===== src/rtl/adc_seq_pkg.sv =====
package adc_seq_pkg;

    localparam int SLOTS = 16;
    localparam int CHW   = 5;

    typedef enum logic [1:0] {
        MODE_SINGLE = 2'd0,
        MODE_SCAN   = 2'd1,
        MODE_LOOP   = 2'd2,
        MODE_GROUP  = 2'd3
    } run_mode_e;

    typedef enum logic [1:0] {
        ST_IDLE = 2'd0,
        ST_REQ  = 2'd1,
        ST_EOC  = 2'd2
    } seq_state_e;

    typedef struct packed {
        logic at_last;
        logic grp_full;
    } pos_flags_t;

    // Decide, at the end-of-conversion cycle, whether the run is over.
    function automatic logic run_ends(input run_mode_e m, input pos_flags_t f);
        case (m)
            MODE_SINGLE: return 1'b1;
            MODE_SCAN:   return f.at_last;
            MODE_LOOP:   return 1'b0;
            default:     return f.at_last | f.grp_full;
        endcase
    endfunction

endpackage


===== src/rtl/adc_seq_edge.sv =====
module adc_seq_edge (
    input  logic clk,
    input  logic rst,
    input  logic lvl_i,
    output logic rise_o
);
    logic lvl_q;

    always_ff @(posedge clk) begin
        if (rst) lvl_q <= 1'b0;
        else     lvl_q <= lvl_i;
    end

    assign rise_o = lvl_i & ~lvl_q;

    // a level held high yields no second event
    a_r7_single_event: assert property (@(posedge clk) disable iff (rst)
        rise_o && lvl_i |=> !rise_o);

endmodule


===== src/rtl/adc_seq_ptr.sv =====
module adc_seq_ptr #(
    parameter int N_SLOTS = 16,
    parameter int PTR_W   = $clog2(N_SLOTS),
    parameter int LEN_W   = PTR_W + 1
) (
    input  logic                 clk,
    input  logic                 rst,
    input  logic                 clear_i,
    input  logic                 new_run_i,
    input  logic                 step_i,
    input  logic [LEN_W-1:0]     len_i,
    input  logic [LEN_W-1:0]     grp_i,
    output logic [PTR_W-1:0]     ptr_o,
    output adc_seq_pkg::pos_flags_t flags_o
);
    localparam logic [LEN_W-1:0] MAX_LEN = LEN_W'(N_SLOTS);

    logic [PTR_W-1:0] ptr_q;
    logic [LEN_W-1:0] gcnt_q;
    logic [LEN_W-1:0] len_eff, grp_eff, gcnt_inc;

    always_comb begin
        len_eff = (len_i == '0) ? LEN_W'(1) : ((len_i > MAX_LEN) ? MAX_LEN : len_i);
        grp_eff = (grp_i == '0) ? LEN_W'(1) : grp_i;
        gcnt_inc = gcnt_q + LEN_W'(1);
        flags_o.at_last  = ({1'b0, ptr_q} == (len_eff - LEN_W'(1)));
        flags_o.grp_full = (gcnt_inc == grp_eff);
    end

    always_ff @(posedge clk) begin
        if (rst || clear_i) begin
            ptr_q <= '0;
        end else if (step_i) begin
            ptr_q <= flags_o.at_last ? '0 : ptr_q + PTR_W'(1);
        end
    end

    always_ff @(posedge clk) begin
        if (rst || clear_i || new_run_i) gcnt_q <= '0;
        else if (step_i)                 gcnt_q <= gcnt_inc;
    end

    assign ptr_o = ptr_q;

    // a clear request always parks the position at entry zero
    a_r8_clear_to_zero: assert property (@(posedge clk) disable iff (rst)
        clear_i |=> ptr_o == '0);

    // a step away from the list end moves exactly one entry forward
    a_r2_step_by_one: assert property (@(posedge clk) disable iff (rst)
        step_i && !clear_i && !flags_o.at_last |=> ptr_o == $past(ptr_o) + PTR_W'(1));

endmodule


===== src/rtl/adc_seq_ctrl.sv =====
module adc_seq_ctrl #(
    parameter int N_SLOTS = adc_seq_pkg::SLOTS,
    parameter int CH_W    = adc_seq_pkg::CHW,
    parameter int PTR_W   = $clog2(N_SLOTS),
    parameter int LEN_W   = PTR_W + 1
) (
    input  logic                    clk,
    input  logic                    rst,
    input  logic                    trig_in,
    input  logic                    stop_in,
    input  logic [1:0]              mode_in,
    input  logic [LEN_W-1:0]        list_len_in,
    input  logic [LEN_W-1:0]        group_sz_in,
    input  logic [N_SLOTS*CH_W-1:0] chan_list_in,
    output logic                    conv_start_o,
    output logic [CH_W-1:0]         conv_chan_o,
    input  logic                    conv_done_i,
    output logic                    eoc_o,
    output logic                    eos_o
);
    import adc_seq_pkg::*;

    logic [CH_W-1:0] slot [N_SLOTS];

    generate
        for (genvar g = 0; g < N_SLOTS; g++) begin : g_unpack
            assign slot[g] = chan_list_in[g*CH_W +: CH_W];
        end
    endgenerate

    seq_state_e state_q, state_n;
    run_mode_e  mode_cur;
    logic [1:0] mode_q;
    logic       rise, clear, new_run, step;
    logic [PTR_W-1:0] ptr;
    pos_flags_t flags;

    assign mode_cur = run_mode_e'(mode_in);

    adc_seq_edge u_edge (
        .clk    (clk),
        .rst    (rst),
        .lvl_i  (trig_in),
        .rise_o (rise)
    );

    adc_seq_ptr #(
        .N_SLOTS (N_SLOTS),
        .PTR_W   (PTR_W),
        .LEN_W   (LEN_W)
    ) u_ptr (
        .clk       (clk),
        .rst       (rst),
        .clear_i   (clear),
        .new_run_i (new_run),
        .step_i    (step),
        .len_i     (list_len_in),
        .grp_i     (group_sz_in),
        .ptr_o     (ptr),
        .flags_o   (flags)
    );

    always_comb begin
        clear   = stop_in | ((state_q == ST_IDLE) && (mode_in != mode_q));
        new_run = (state_q == ST_IDLE) && rise && !stop_in;
        step    = (state_q == ST_EOC) && !stop_in;
        state_n = state_q;
        case (state_q)
            ST_IDLE: if (new_run) state_n = ST_REQ;
            ST_REQ: begin
                if (stop_in)          state_n = ST_IDLE;
                else if (conv_done_i) state_n = ST_EOC;
            end
            ST_EOC: begin
                if (stop_in || run_ends(mode_cur, flags)) state_n = ST_IDLE;
                else                                      state_n = ST_REQ;
            end
            default: state_n = ST_IDLE;
        endcase
    end

    always_ff @(posedge clk) begin
        if (rst) begin
            state_q <= ST_IDLE;
            mode_q  <= mode_in;
        end else begin
            state_q <= state_n;
            mode_q  <= mode_in;
        end
    end

    assign conv_start_o = (state_q == ST_REQ);
    assign conv_chan_o  = slot[ptr];
    assign eoc_o        = (state_q == ST_EOC);
    assign eos_o        = (state_q == ST_EOC) && flags.at_last;

    // the request and its channel hold until the converter answers
    a_r6_request_held: assert property (@(posedge clk) disable iff (rst)
        conv_start_o && !conv_done_i && !stop_in |=> conv_start_o && $stable(conv_chan_o));

    // a completion leads to one end-of-conversion cycle without a request
    a_r6_done_to_eoc: assert property (@(posedge clk) disable iff (rst)
        conv_start_o && conv_done_i && !stop_in |=> eoc_o && !conv_start_o);

    // end-of-conversion lasts one cycle
    a_r6_eoc_pulse: assert property (@(posedge clk) disable iff (rst)
        eoc_o |=> !eoc_o);

    // stop ends all activity at once
    a_r8_stop_idles: assert property (@(posedge clk) disable iff (rst)
        stop_in |=> !conv_start_o && !eoc_o);

    // single mode never chains a second request
    a_r2_single_stops: assert property (@(posedge clk) disable iff (rst)
        eoc_o && mode_in == 2'd0 |=> !conv_start_o);

    // continuous mode always chains the next request
    a_r4_loop_chains: assert property (@(posedge clk) disable iff (rst)
        eoc_o && mode_in == 2'd2 && !stop_in |=> conv_start_o);

endmodule


===== config.mk =====
export PLATFORM = sky130hd
export DESIGN_NAME = adc_seq_ctrl
export DESIGN_NICKNAME = d
export VERILOG_FILES = /design/src/rtl/adc_seq_pkg.sv /design/src/rtl/adc_seq_edge.sv /design/src/rtl/adc_seq_ptr.sv /design/src/rtl/adc_seq_ctrl.sv
export SDC_FILE = /design/constraint.sdc
export NUM_CORES = 1
export LEC_CHECK = 0
export ABC_CLOCK_PERIOD_IN_PS = 1840
export BUFFER_PORTS_ARGS = -buffer_cell sky130_fd_sc_hd__buf_2
export CAP_MARGIN = 5
export CORE_MARGIN = 5
export CORE_UTILIZATION = 42
export CTS_CLUSTER_SIZE = 8
export DETAILED_ROUTE_END_ITERATION = 10
export GPL_TIMING_DRIVEN = 0
export PLACE_DENSITY = 0.79
export REMOVE_ABC_BUFFERS = 1
export SYNTH_ARGS = -nofsm -noshare
export SYNTH_HDL_FRONTEND = slang
export SYNTH_SLANG_ARGS = --single-unit

===== constraint.sdc =====
create_clock -name clk -period 1.84 [get_ports clk]
set_input_delay 0 -clock clk [delete_from_list [all_inputs] [get_ports clk]]
set_output_delay 0 -clock clk [all_outputs]
set_load 0.01 [all_outputs]

After elaboration in Yosys (flattened, before gate mapping)
Index checks and enable logic that the tools add are counted.
{"block": "classes", "magnitude_cmp": 2, "reduce_logical": 14, "add_sub_neg": 3, "eq_ne": 9, "bitwise_logic": 5, "mux": 14}
{"cell": "$mux 5", "n": 5}
{"cell": "$bmux 5 s4", "n": 1}
{"cell": "$logic_not 5->1", "n": 2}
{"cell": "$mux 2", "n": 3}
{"cell": "$pmux 2 s3", "n": 1}
{"cell": "$add 5x1->5 const B", "n": 1}
{"cell": "$eq 4x5->1", "n": 1}
{"cell": "$eq 5x5->1", "n": 1}
{"cell": "$ge 5x5->1 const B", "n": 1}
{"cell": "$gt 5x5->1 const B", "n": 1}
{"cell": "$logic_and 1x1->1", "n": 5}
{"cell": "$not 4->5", "n": 1}
{"cell": "$sub 5x1->5 const B", "n": 1}
{"cell": "$add 4x1->4 const B", "n": 1}
{"cell": "$eq 2x1->1 const B", "n": 2}
{"cell": "$eq 2x2->1 const B", "n": 2}
{"cell": "$logic_not 2->1", "n": 2}
{"cell": "$mux 4", "n": 1}
{"cell": "$logic_or 1x1->1", "n": 3}
{"cell": "$ne 3x2->1 const B", "n": 1}
{"cell": "$pmux 1 s3", "n": 1}
{"cell": "$mux 1", "n": 2}
{"cell": "$ne 2x1->1 const B", "n": 1}
{"cell": "$ne 2x2->1", "n": 1}
{"cell": "5 further kinds", "n": 6}
{"block": "totals", "in_bits": 97, "output_inout_bits": 8, "register_bits": 14, "wordCells": 52}

Depth between registers and ports, before layout
Gate-level depths: netlist of the first run.
{"block": "depth", "depth_word": 11, "mapped_depth": 8, "depth_no_buf": 8}

Cells and area by module
From an unflattened synthesis of the first run, not the netlist that was laid out.
{"block": "hier_totals", "cells_unflattened": 149, "area_unflattened_um2": 1495.2}
{"mod": "adc_seq_ctrl", "instances": 1, "cells_per_inst": 69, "area_per_inst_um2": 799.5, "seq_area_each_um2": 80.1}
{"mod": "adc_seq_ptr", "instances": 1, "cells_per_inst": 77, "area_per_inst_um2": 648.1, "seq_area_each_um2": 180.2}
{"mod": "adc_seq_edge", "instances": 1, "cells_per_inst": 3, "area_per_inst_um2": 47.5, "seq_area_each_um2": 20.0}

Worst setup path after synthesis of the first run
Ideal clock, no wire load.
{"block": "synth_timing", "path_kind": "input-to-reg", "startpoint": "input list_len_in[1]", "endpoint": "register u_ptr.ptr_q[3] (netlist: u_ptr.ptr_o[3])", "setup_slack_ps": 228, "cell_stages": 8, "n_path_buf": 0, "arrival_ps": 1476, "setup_time_ps": 136, "required_time_ps": 1704, "path_cell_list": "nor3_1 > o21bai_1 > ha_1 > xor2_1 > xnor2_1 > nand3_1 > nor4_2 > nor3_1"}
{"block": "synth_via", "elab_chain_len": 6, "word_cells_on_any_way": 7, "classes_between": "add/sub: 1; order compare: 1; eq/ne: 1; mux: 3; reduce/logical: 1"}
{"item": "start, declared", "line": "adc_seq_ctrl.sv:12", "source": "input logic [LEN_W-1:0] list_len_in,"}
{"item": "$gt 5x5->1", "line": "adc_seq_ptr.sv:23", "source": "len_eff = (len_i == '0) ? LEN_W'(1) : ((len_i > MAX_LEN) ? MAX_LEN : len_i);"}
{"item": "$mux 5", "line": "adc_seq_ptr.sv:23"}
{"item": "$mux 5 (*)", "line": "adc_seq_ptr.sv:23"}
{"item": "$sub 5x1->5 (*)", "line": "adc_seq_ptr.sv:26", "source": "flags_o.at_last = ({1'b0, ptr_q} == (len_eff - LEN_W'(1)));"}
{"item": "$eq 4x5->1 (*)", "line": "adc_seq_ptr.sv:26"}
{"item": "$mux 4 (*)", "line": "adc_seq_ptr.sv:34", "source": "ptr_q <= flags_o.at_last ? '0 : ptr_q + PTR_W'(1);"}
{"item": "end signal, assigned", "line": "adc_seq_ptr.sv:34"}
{"item": "end, declared", "line": "adc_seq_ptr.sv:18", "source": "logic [PTR_W-1:0] ptr_q;"}
Mark *: on every way between the ends. The rest lies on a longest branch, timed or not.
A chain may end at the register's enable or synchronous reset.

Worst setup path in the final report of the first run
{"block": "layout_timing", "startpoint": "register u_ptr.ptr_q[0] (netlist: u_ptr.ptr_o[0])", "endpoint": "output conv_chan_o[4]"}
{"block": "layout_via", "elab_chain_len": 4}
{"item": "$not 4->5 (not written as such)", "line": "adc_seq_ctrl.sv:93", "source": "assign conv_chan_o = slot[ptr];"}
{"item": "$bmux 5 s4", "line": "adc_seq_ctrl.sv:93"}
{"item": "$mux 5 (not written as such) (2 in series)", "line": "adc_seq_ctrl.sv:93"}
{"item": "end, declared", "line": "adc_seq_ctrl.sv:16", "source": "output logic [CH_W-1:0] conv_chan_o,"}
Every way passes these cells. The select of a mux whose other input is x is not followed.

==> results by group, run 1 <==
Status
  – Status: finished, violations left
  – Violations in the final reports: setup timing

Timing
  – Min setup slack post-route: -0.0899 ns
  – Sum Neg Setup Slack: -0.432 ns
  – Final period utilization: 105%
  – Clock Skews: between 0.003 and 0.004 ns
  – Maximum clock frequency: 518 MHz
  – Hold violation total from the final report: 0
  – Final Setup Violations: 5
  – Min Tclk post-route: 1.93 ns
  – Tightest Pin Transition: 0.644 ns
  – Max-slew violation total from the final report: 0
  – Rel. slew slack: about 57%
  – RSZ-0062 raised after global routing: true

Place
  – Placed inst area: 0.00208 mm^2
  – Final estimated routing congestion in global placement: 0.812
  – Count of input and output buffers: 104
  – Count of placed standard cells including taps: ~280
  – HPWL Detailed: 3790 um
  – Pre-CTS setup slack: -0.613 ns

Routing
  – Post-DR wirelength/cell: 15.9 um
  – Detailed-route wire length: 4690 um
  – Number of routed nets with antenna violations: 0
  – Mean number of vias per cell: about 5.4
  – Initial drt markers: 96
  – Post-route DRC violation count: 0
  – Total number of vias: between 1500 and 2000
  – Number of iterations in the first detailed-routing pass: 4

Critical path
  – Peak per-stage delay on the critical path: roughly 0.55 ns
  – Ordered list of cells on the worst path: buf_12 -> mux4_1 -> mux4_2 -> buf_2
  – Startpoint kind of the worst setup timing path: flip-flop
  – Critical Path AT: 1.93 ns
  – Crit. End Element: output port
  – Slowest cell on the critical path: sky130_fd_sc_hd__mux4_1
  – Worst setup path class: reg -> out
  – Register-to-Register Setup Slack: 0.24 ns
  – Crit path max fanout: 12
  – Dominant delay contributor by cell family on the critical path: multiplexers
  – Buffer and inverter count on the worst path: 2
  – WP data required: between 1.5 and 2 ns

Synth
  – Top cell type's share of synthesized area: between 20% and 30%
  – Synth unique cells: 39
  – Post-synthesis sequential element count: 14
  – Number of warnings reported in the yosys synthesis log: 0
  – Most instantiated flip-flop cell in the synthesis netlist: sky130_fd_sc_hd__dfxtp_1
  – Cell area after synthesis: 0.00158 mm^2
  – Number of enable flip-flop cells after synthesis: 0
  – Number of instances in the synthesized netlist: 142
  – Sequential fraction of the synthesis area: 17.7%
  – Average footprint of a synthesized cell: 11.1 um^2
  – Proportion of synthesized flip-flops having asynchronous set or reset: 0%
  – Top area cells in the synthesized netlist: sky130_fd_sc_hd__mux4_1, sky130_fd_sc_hd__dfxtp_1, sky130_fd_sc_hd__mux4_2
  – Most area-hungry cell type in the Yosys netlist: sky130_fd_sc_hd__mux4_1

Min path
  – Hold Path Class: in -> reg

Flow run
  – MaxCap Viol Count: 0

CTS
  – Total number of clock tree sinks: 14
  – Clock-pin slew on the worst setup and hold paths: 0.06 ns
  – TritonCTS clock tree: yes
  – Max clock buf depth: 2
  – CTS Buf Count: 3
  – Insertion delay of the later-clocked pin in the worst-skew pair: approximately 0.24 ns
  – Number of levels in the clock H-tree: 1
  – CTS Root Cell: sky130_fd_sc_hd__clkbuf_8

Global routing
  – Global-route wire length before repair: 7530 um
  – Global route overflow: 0
  – Antenna violations before repair: 0
  – Total global-route track usage: 18.4%
  – Vias in the first global route: roughly 1600
  – Pin count of the biggest net entering global routing: 25

Final layout
  – Count of antenna diodes in the layout: 0
  – Summed area of non-filler cells in the final layout: 0.00223 mm^2
  – Synthesis-to-finish area growth: 41.4%
  – Fraction of final layout cells sized beyond drive strength 1: 52.2%
  – Final cell count without fillers: just under 300
  – Nets@finish: 348

Die
  – Number of top-level pins: between 100 and 150
  – Die Span Y: between 70 and 80 um
  – Starting density of the core: a little over two fifths
  – Number of placement rows: 22
  – Core area: 0.00366 mm^2
  – DIE AREA: 0.00509 mm^2
  – Horizontal die dimension: 71.3 um

Power and ir drop
  – Power spent charging and discharging nets: 210 uW
  – P_leak: 0.000968 uW
  – Power share of the clock group: 34.5%
  – IR Drop Worst-Case VDD: 0.200 mV
  – Cell internal pwr: around 650 uW
  – Fraction of power consumed by combinational cells: 29.0%
  – Total power draw: 857 uW
  – Power density normalized to cell area: 384 mW/mm^2
  – Sw Ratio: 24.5%
  – Fraction of power consumed by sequential logic: 36.5%
final timing paths:
| path | start | end | cells after the start |
|---|---|---|---|
| hold / removal | stop_in | state_q[0] | 4 |
| setup / recovery | u_ptr.ptr_o[0] | conv_chan_o[4] | 4 |
| setup reg to reg | u_ptr.gcnt_q[0] | state_q[0] | 6 |
| hold reg to reg | u_ptr.gcnt_q[1] | u_ptr.gcnt_q[1] | 2 |
cells in the final DEF, fill, tap and decap left out, types with 4 or more instances in the layout:
| cell | netlist | layout |
|---|---|---|
| sky130_fd_sc_hd__dlygate4sd3_1 | 0 | 5 |
| sky130_fd_sc_hd__nor2_1 | 10 | 10 |
| sky130_fd_sc_hd__mux4_2 | 10 | 12 |
| sky130_fd_sc_hd__o21ai_0 | 4 | 4 |
| sky130_fd_sc_hd__o31ai_1 | 4 | 4 |
| sky130_fd_sc_hd__xor2_1 | 9 | 9 |
| sky130_fd_sc_hd__nor3_1 | 7 | 7 |
| sky130_fd_sc_hd__dfxtp_1 | 14 | 11 |
| sky130_fd_sc_hd__a21oi_1 | 5 | 5 |
| sky130_fd_sc_hd__xnor2_1 | 7 | 7 |
| sky130_fd_sc_hd__buf_2 | 1 | 104 |
| sky130_fd_sc_hd__nor2b_1 | 6 | 6 |
| sky130_fd_sc_hd__clkbuf_8 | 0 | 4 |
| sky130_fd_sc_hd__nand2_1 | 7 | 7 |
| sky130_fd_sc_hd__mux4_1 | 15 | 13 |
stage by stage:
stage | utilization (%) | hold slack [ns]
detailed placement | 56.8 | 0.155
finish | 61.0 | 0.165
global route | 61.0 | 0.202
floorplan | - | 0.0277
CTS | 60.9 | 0.164
global placement | 56.8 | 0.158
sequential cells by signal (all words and copies together) (netlist names):
signal	count
u_ptr.ptr_o	4
state_q	2
u_edge.lvl_q	1
mode_q	2
u_ptr.gcnt_q	5
synth_stat cells, types with 3 or more instances:
cell type and instances:
sky130_fd_sc_hd__a21oi_1 5, sky130_fd_sc_hd__clkbuf_1 6, sky130_fd_sc_hd__dfxtp_1 14, sky130_fd_sc_hd__ha_1 3
sky130_fd_sc_hd__mux4_1 15, sky130_fd_sc_hd__mux4_2 10, sky130_fd_sc_hd__nand2_1 7, sky130_fd_sc_hd__nand3_1 3
sky130_fd_sc_hd__nand4_1 3, sky130_fd_sc_hd__nor2_1 10, sky130_fd_sc_hd__nor2b_1 6, sky130_fd_sc_hd__nor3_1 7
sky130_fd_sc_hd__o21ai_0 4, sky130_fd_sc_hd__o31ai_1 4, sky130_fd_sc_hd__xnor2_1 7, sky130_fd_sc_hd__xor2_1 9
logic make-up after synthesis:
logic type / Yosys count / synth area share (%)
AOI/OAI and AO/OA: 21 / 8.79
adders and majority gates: 3 / 2.38
buffers and inverters: 14 / 5.94
DFF: 14 / 17.7
and+or+nand+nor: 48 / 16.5
muxes: 26 / 39.8
xor gates and xnor gates: 16 / 8.87
metal layers:
metal  wire [um]  vias up  GRT usage [%]
li1            -      781              -
met1        1830      765           22.7
met2        2640       35           34.1
met3         168        4           1.40
met4          42        0           5.22
met5           0        -              0
final cells by class:
class | count | area, um^2
Clock buffer | 4 | 55.1
Fill cell | 320 | 1430
Inverter | 3 | 11.3
Multi-Input combinational cell | 114 | 1200
Sequential cell | 14 | 292
Tap cell | 48 | 60.1
Timing Repair Buffer | 112 | 618
power by group through the flow:
stage	combinational [uW]	sequential [uW]	clock, uW
floorplan	108	323	0
global placement	228	324	0
detailed placement	237	325	0
CTS	248	315	306
global route	272	315	319
finish	249	313	296
tightest hold or removal path, cell delays in order:
cell and delay (ns):
sky130_fd_sc_hd__buf_2 0.18, sky130_fd_sc_hd__nor2_1 0.06, sky130_fd_sc_hd__nand3_1 0.07, sky130_fd_sc_hd__o31ai_1 0.05
repair_timing:
action	in CTS	in global routing
pin swaps	0	1
setup buffers	2	1
resized for setup	8	2
hold endpoints to repair	4	0
hold buffers	5	0
setup endpoints to repair	11	6
No activity file was read; power rests on OpenSTA's default activity.
==> run 2: changes to the inputs <==
- REMOVE_ABC_BUFFERS: 1 -> unset
==> run 2 against run 1 <==
The run still ends with setup timing left. Sequential power is essentially flat. Total power shrank 2.5%. First-iteration DRC count grew 15%. Cell area grew 4.1%. Via count grew 6.8%. Worst hold slack lost 0.16 ns. Sequential share of layout area shrank 0.94 points. Die area is the same. Global-route usage shrank 0.62 points. Clock skew shrank 0.0028 ns.
==> results by group, run 2 (synthesized netlist as in run 1, its figures left out) <==
Status
  – Status: finished, violations left
  – Violations in the final reports: setup timing

Routing
  – Post-route DRC violation count: 0 (unchanged)
  – Total number of vias: 1693 (+6.8%)
  – Number of routed nets with antenna violations: 0 (unchanged)
  – DR WL met2: 2660 um (+0.79%)
  – WL met1: 1950 um (+6.3%)
  – DR top layer: met4
  – Number of iterations in the first detailed-routing pass: 4 (unchanged)
  – Post-DR wirelength/cell: 16.3 um (+2.4%)
  – Detailed-route wire length: 4960 um (+5.9%)
  – Total met3 wirelength after detailed routing: 276 um (+64%)
  – Initial drt markers: 110 (+15%)
  – Mean number of vias per cell: 5.55 (+3.3%)

Timing
  – Max-slew violation total from the final report: 0 (unchanged)
  – Rel. slew slack: 55.2% (-1.5 points)
  – Sum Neg Setup Slack: -0.873 ns (-0.440 ns)
  – Maximum clock frequency: 484 MHz (-6.5%)
  – RSZ-0062 raised after global routing: true
  – Final Setup Violations: 5 (unchanged)
  – Min Tclk post-route: 2.06 ns (+0.135 ns)
  – Final period utilization: 112% (+7.3 points)
  – Tightest Pin Transition: 0.666 ns (+0.0218 ns)
  – Hold violation total from the final report: 0 (unchanged)
  – Clock Skews: 0.00110 ns (-0.00284 ns)
  – Min Hold Slack: 0.00469 ns (-0.160 ns)
  – Min setup slack post-route: -0.225 ns (-0.135 ns)

Die
  – DIE AREA: 0.00509 mm^2 (unchanged)
  – Core area: 0.00366 mm^2 (unchanged)
  – Die Span Y: 71.3 um (unchanged)
  – Number of top-level pins: 105 (unchanged)
  – Number of placement rows: 22 (unchanged)
  – Starting density of the core: 43.2% (unchanged)
  – Horizontal die dimension: 71.3 um (unchanged)

Flow run
  – MaxCap Viol Count: 0 (unchanged)

Final layout
  – Filler cells: 315 (-1.6%)
  – Fraction of final layout cells sized beyond drive strength 1: 55.6% (+3.4 points)
  – Register with the most flip-flops: u_ptr.gcnt_q
  – Synthesis-to-finish area growth: 47.2%
  – Most frequent cells in the layout: sky130_fd_sc_hd__buf_2, sky130_fd_sc_hd__mux4_2, sky130_fd_sc_hd__dfxtp_1
  – Final Core Density: 63.5% (+2.5 points)
  – Most common library cell in the layout ignoring fill and taps: sky130_fd_sc_hd__buf_2
  – Final cell count without fillers: 305 (+3.4%)
  – Flip-flop count of the largest register, all copies and words added: 5 (unchanged)
  – Count of antenna diodes in the layout: 0 (unchanged)
  – Nets@finish: 359 (+3.2%)

Critical path
  – WP data required: 1.84 ns (about the same)
  – Startpoint kind of the worst setup timing path: flip-flop
  – Crit. End Element: output port
  – Launching instance or port of the critical path: u_ptr.ptr_o[0]
  – Destination of the worst register-to-register timing path: u_ptr.ptr_o[3]
  – Crit path max fanout: 6 (-6)
  – Critical Path End: conv_chan_o[1]
  – Worst setup path class: reg -> out
  – Critical Path AT: 2.06 ns (+0.13 ns)
  – Worst reg-to-reg path cell count: 7 (+1)
  – Reg-to-reg startpoint: state_q[0]
  – Register-to-Register Setup Slack: 0.11 ns (-0.13 ns)

Power and ir drop
  – IR Drop Worst-Case VDD: 0.202 mV (+0.79%)
  – P_leak: 0.00100 uW (+3.8%)
  – Power density normalized to cell area: 359 mW/mm^2 (-6.3%)

Min path
  – Hold Path Class: in -> reg

Synth
  – Post-synth net total: 242

CTS
  – CTS Root Cell: sky130_fd_sc_hd__clkbuf_8
  – TritonCTS clock tree: yes
  – Clock-pin slew on the worst setup and hold paths: 0.06 ns (about the same)
  – Number of levels in the clock H-tree: 1 (unchanged)
  – Total number of clock tree sinks: 14 (unchanged)
  – Insertion delay of the later-clocked pin in the worst-skew pair: 0.24 ns (about the same)
  – CTS Buf Count: 3 (unchanged)
  – Max clock buf depth: 2 (unchanged)

Global routing
  – Vias in the first global route: 1641 (+4.1%)
  – Global route overflow: 0 (unchanged)
  – Pin count of the biggest net entering global routing: 11 (-56%)
  – Total global-route track usage: 17.8% (-0.62 points)
  – Antenna violations before repair: 0 (unchanged)
  – Global-route wire length before repair: 7260 um (-3.6%)

Place
  – Count of input and output buffers: 103 (-0.96%)
  – Final estimated routing congestion in global placement: 0.916 (+13%)
  – HPWL Detailed: 3880 um (+2.3%)
  – Count of placed standard cells including taps: 293 (+3.5%)
## run 2: changes by cell type in the layout (fill, tap and decap cells not counted), sizes merged
cell         change
clkbuf           +7
dlygate4sd3      -1
buf              +4
## run 2: per-stage QoR
step | cell area, um^2 | total power [uW] | worst slack [ns]
after floorplan | 1580 | 435 | 0.228
after global placement | 2160 | 557 | -0.0964
after detailed placement | 2160 | 564 | -0.0997
after CTS | 2250 | 825 | -0.180
after global routing | 2330 | 880 | -0.253
final | 2330 | 836 | -0.225
## run 2: what timing repair did
| item | 4_1_cts | 5_1_grt |
|---|---|---|
| buffers inserted | 2 | 2 |
| pin swaps | 1 | 0 |
| gates resized for setup | 12 | 11 |
| hold endpoints to repair | 3 | 0 |
| cloned | 0 | 2 |
| hold buffers | 4 | 0 |
| endpoints found under the setup margin | 6 | 6 |
## run 2: routing by layer
layer / vias to the layer above / global-route usage (%)
met5: - / 0
met4: 0 / 7.52
met3: 8 / 2.66
met1: 822 / 21.6
met2: 63 / 31.2
li1: 800 / -
## run 2: power by group
part           switching, uW  total (uW)  internal, uW
clock                    111         256           145
combinational            109         267           158
sequential              2.84         313           310
total                    223         836           613
## run 2: area by class of cell
cell class,count,area [um^2],share of cell area (%)
flip-flops and latches,14,282,12.1
clock buffers,3,41.3,1.78
multi-input cells,114,1190,51.0
well taps,48,60.1,2.58
repair buffers,113,654,28.1
inverters,3,11.3,0.484
plain buffers,10,90.1,3.87
## run 2: worst min-delay path by stage
stage | depth (start not counted) | start | endpoint
floorplan | 0 | mode_in[0] | mode_q[0]
global placement | 1 | mode_in[1] | mode_q[1]
detailed placement | 1 | mode_in[1] | mode_q[1]
CTS | 2 | conv_done_i | state_q[1]
global route | 2 | conv_done_i | state_q[1]
finish | 2 | conv_done_i | state_q[1]
## run 2: critical path, cell delays in order (launching register included)
cell and delay, ns:
sky130_fd_sc_hd__dfxtp_2 0.35, sky130_fd_sc_hd__buf_8 0.14, sky130_fd_sc_hd__clkbuf_16 0.15, sky130_fd_sc_hd__mux4_1 0.55
sky130_fd_sc_hd__mux4_2 0.47, sky130_fd_sc_hd__buf_2 0.16
==> run 3: changes to the inputs <==
- PLACE_DENSITY: 0.79 -> 0.81
- SYNTH_HIERARCHICAL: unset -> 1
==> run 3 against run 2 <==
The run still ends with setup timing left. Die area is 4.6% lower. Combinational power decreased by 5%. Area after synthesis fell by 5.4%. Total power is 6.7% lower. Critical endpoint is now state_q[0].
==> results by group, run 3 <==
Synth
  – Synth unique cells: 40 (+2.6%)
  – Post-synthesis sequential element count: 14 (unchanged)
  – Most frequent cell after synthesis: sky130_fd_sc_hd__mux4_2
  – Sequential fraction of the synthesis area: 18.7% (+1.0 points)
  – Proportion of synthesized flip-flops having asynchronous set or reset: 0% (unchanged)
  – Top cell type's share of synthesized area: 30.1% (+5.2 points)
  – Number of warnings reported in the yosys synthesis log: 6 (+6)
  – Top area cells in the synthesized netlist: sky130_fd_sc_hd__mux4_2, sky130_fd_sc_hd__dfxtp_1, sky130_fd_sc_hd__xor2_1
  – Most area-hungry cell type in the Yosys netlist: sky130_fd_sc_hd__mux4_2
  – Average footprint of a synthesized cell: 10.0 um^2 (-9.8%)
  – Post-synth net total: 249 (+2.9%)
  – Number of instances in the synthesized netlist: 149 (+4.9%)
  – Number of enable flip-flop cells after synthesis: 0 (unchanged)
  – Cell area after synthesis: 0.00150 mm^2 (-5.4%)
  – Commonest cells post-synth: sky130_fd_sc_hd__mux4_2, sky130_fd_sc_hd__nand3_1, sky130_fd_sc_hd__dfxtp_1
  – Most instantiated flip-flop cell in the synthesis netlist: sky130_fd_sc_hd__dfxtp_1

Final layout
  – Flip-flop count of the largest register, all copies and words added: 5 (unchanged)
  – Count of antenna diodes in the layout: 0 (unchanged)
  – Synthesis-to-finish area growth: 54.6%
  – Fraction of final layout cells sized beyond drive strength 1: 58.4% (+2.8 points)
  – Nets@finish: 368 (+2.5%)
  – Register with the most flip-flops: u_ptr/gcnt_q
  – Final Core Density: 68.2% (+4.6 points)
  – Most frequent cells in the layout: sky130_fd_sc_hd__buf_2, sky130_fd_sc_hd__mux4_2, sky130_fd_sc_hd__nand3_1
  – Most common library cell in the layout ignoring fill and taps: sky130_fd_sc_hd__buf_2

Power and ir drop
  – Power density normalized to cell area: 338 mW/mm^2 (-6.1%)
  – P_leak: 0.00101 uW (+0.97%)
  – IR Drop Worst-Case VDD: 0.258 mV (+28%)

Critical path
  – Ordered list of cells on the worst path: ha_4 -> nor3b_1 -> o21ai_1 -> o21ai_1 -> o21ai_1 -> nor4_2 -> a21oi_1 -> mux2i_1 -> o32a_1 -> a211oi_2
  – Most frequent cell on the critical path: sky130_fd_sc_hd__o21ai_1
  – Slowest cell on the critical path: sky130_fd_sc_hd__dfxtp_4
  – Startpoint kind of the worst setup timing path: flip-flop
  – Crit path max fanout: 6 (unchanged)
  – Worst reg-to-reg path cell count: 10 (+3)
  – Destination of the worst register-to-register timing path: state_q[0]
  – Critical Path AT: 2.04 ns (-0.02 ns)
  – Peak per-stage delay on the critical path: 0.36 ns (-0.19 ns)
  – Reg-to-reg startpoint: u_ptr/gcnt_q[1]
  – WP data required: 2.04 ns (+0.20 ns)
  – Worst setup path class: reg -> reg
  – Crit. End Element: flip-flop
  – Register-to-Register Setup Slack: -0.004 ns (-0.11 ns)

Timing
  – Min setup slack post-route: -0.00370 ns (+0.221 ns)
  – RSZ-0062 raised after global routing: true
  – Final period utilization: 100% (-12 points)
  – Tightest Pin Transition: 0.462 ns (-0.205 ns)
  – Rel. slew slack: 69.2% (+14 points)
  – Final Setup Violations: 1 (-4)
  – Hold violation total from the final report: 0 (unchanged)
  – Min Tclk post-route: 1.84 ns (-0.221 ns)
  – Max-slew violation total from the final report: 0 (unchanged)
  – Clock Skews: 0.00527 ns (+0.00417 ns)
  – Maximum clock frequency: 542 MHz (+12%)
  – Sum Neg Setup Slack: -0.00370 ns (+0.869 ns)

Global routing
  – Global-route wire length before repair: 7540 um (+3.9%)
  – Total global-route track usage: 18.5% (+0.72 points)
  – Vias in the first global route: 1721 (+4.9%)
  – Antenna violations before repair: 0 (unchanged)
  – Pin count of the biggest net entering global routing: 14 (+3)
  – Global route overflow: 0 (unchanged)

Min path
  – Hold path depth: 3 (+1)
  – Worst min-delay path startpoint: stop_in
  – Destination of the worst hold path: u_ptr/ptr_o[3]
  – Hold Path Class: in -> reg

Place
  – Count of input and output buffers: 104 (+0.97%)
  – HPWL Detailed: 3830 um (-1.1%)
  – Final estimated routing congestion in global placement: 0.817 (-11%)

Status
  – Violations in the final reports: setup timing
  – Status: finished, violations left

CTS
  – CTS Root Cell: sky130_fd_sc_hd__clkbuf_4
  – TritonCTS clock tree: yes
  – Total number of clock tree sinks: 14 (unchanged)
  – CTS Buf Count: 3 (unchanged)
  – Insertion delay of the later-clocked pin in the worst-skew pair: 0.27 ns (+0.03 ns)
  – Number of levels in the clock H-tree: 1 (unchanged)
  – Max clock buf depth: 2 (unchanged)
  – Clock-pin slew on the worst setup and hold paths: 0.09 ns (+0.03 ns)

Routing
  – Number of iterations in the first detailed-routing pass: 4 (unchanged)
  – Total number of vias: 1663 (-1.8%)
  – Detailed-route wire length: 4790 um (-3.4%)
  – Post-route DRC violation count: 0 (unchanged)
  – Mean number of vias per cell: 5.31 (-4.3%)
  – Number of routed nets with antenna violations: 0 (unchanged)
  – Initial drt markers: 51 (-54%)
  – Post-DR wirelength/cell: 15.3 um (-5.9%)

Die
  – DIE AREA: 0.00485 mm^2 (-4.6%)
  – Number of top-level pins: 105 (unchanged)
  – Core area: 0.00339 mm^2 (-7.4%)
  – Horizontal die dimension: 69.7 um (-2.3%)
  – Starting density of the core: 44.1% (+0.95 points)
  – Number of placement rows: 21 (-4.5%)
  – Die Span Y: 69.7 um (-2.3%)

Flow run
  – MaxCap Viol Count: 0 (unchanged)
==> run 3: cell types whose count changed after synthesis, moves of 3 or more <==
cell	delta
sky130_fd_sc_hd__mux4_1	-15
sky130_fd_sc_hd__nand3_1	+13
sky130_fd_sc_hd__mux4_2	+10
sky130_fd_sc_hd__a22oi_1	+5
sky130_fd_sc_hd__clkbuf_1	-5
sky130_fd_sc_hd__a21oi_1	-4
sky130_fd_sc_hd__nor3_1	-4
sky130_fd_sc_hd__o31ai_1	-4
sky130_fd_sc_hd__xor2_1	+4
sky130_fd_sc_hd__xnor2_1	-3
==> run 3: cell type report <==
class,count,area (um^2)
Timing Repair Buffer,114,628
Tap cell,46,57.6
Inverter,1,3.75
Buffer,5,55.1
Multi-Input combinational cell,129,1230
Sequential cell,14,295
Fill cell,260,1080
Clock buffer,4,36.3
==> run 3: cell families (layout without fill, tap and decap cells) <==
kind of cell    after synthesis  after routing  share of synthesized area [%]
fa+ha+maj                     3              3                           2.51
flops                        14             14                           18.7
mux                          23             23                           32.1
simple gates                 65             65                           24.6
compound gates               21             21                           9.21
buf+inv                       6            124                           2.84
xor+xnor                     17             17                           9.96
==> run 3: repair_timing <==
action | 4_1_cts | 5_1_grt
pin swaps | 3 | 9
gates resized for setup | 16 | 9
buffers inserted | 2 | 1
endpoints found under the setup margin | 7 | 6
cloned | 0 | 1
hold buffers | 6 | 0
hold endpoints to repair | 6 | 0
==> run 3: how the worst max path moves through the flow <==
stage / from / endpoint / slack, ns / cells past startpoint
6_report: u_ptr/gcnt_q[1] / state_q[0] / -0.004 / 10
3_5_place_dp: u_ptr/gcnt_q[0] / state_q[0] / -0.20 / 10
3_3_place_gp: list_len_in[1] / state_q[0] / -0.17 / 12
2_1_floorplan: u_ptr/gcnt_q[0] / state_q[0] / 0.02 / 10
4_1_cts: u_ptr/ptr_o[0] / conv_chan_o[1] / 0.01 / 5
5_1_grt: u_ptr/gcnt_q[1] / state_q[0] / -0.21 / 10
==> run 3: worst max-delay path, delay by kind of cell (launching register included) <==
family,cells,cell delay (ns)
multiplexers,1,0.09
adder cells (fa/ha/maj),1,0.18
AND/OR/NAND/NOR,2,0.20
AO/OA/AOI/OAI,6,0.94
flip-flops,1,0.36
==> run 3: through the flow <==
stage | power, uW | std cells | worst slack [ns] | hold slack, ns | cell area, um^2
detailed placement | 551 | 299 | -0.198 | 0.156 | 2090
floorplan | 422 | 149 | 0.0197 | 0.0277 | 1510
global route | 822 | 313 | -0.210 | 0.110 | 2310
CTS | 779 | 311 | 0.0112 | 0.0922 | 2240
finish | 780 | 313 | -0.00370 | 0.0961 | 2310
global placement | 545 | 299 | -0.167 | 0.152 | 2090
==> run 3: where the power goes <==
part           switching, uW  leakage [uW]  internal [uW]
combinational           98.1      0.000876            155
sequential              5.11      0.000117            303
clock                   98.9     0.0000210            120
==> run 3: routing by layer <==
layer | share of wire (%) | routed length [um] | GRT usage (%) | up-vias
li1 | - | - | - | 819
met1 | 36 | 1740 | 20.4 | 773
met2 | 56 | 2690 | 36.8 | 67
met3 | 7.1 | 340 | 3.48 | 4
met4 | 0.52 | 25 | 2.98 | 0
met5 | 0 | 0 | 0 | -
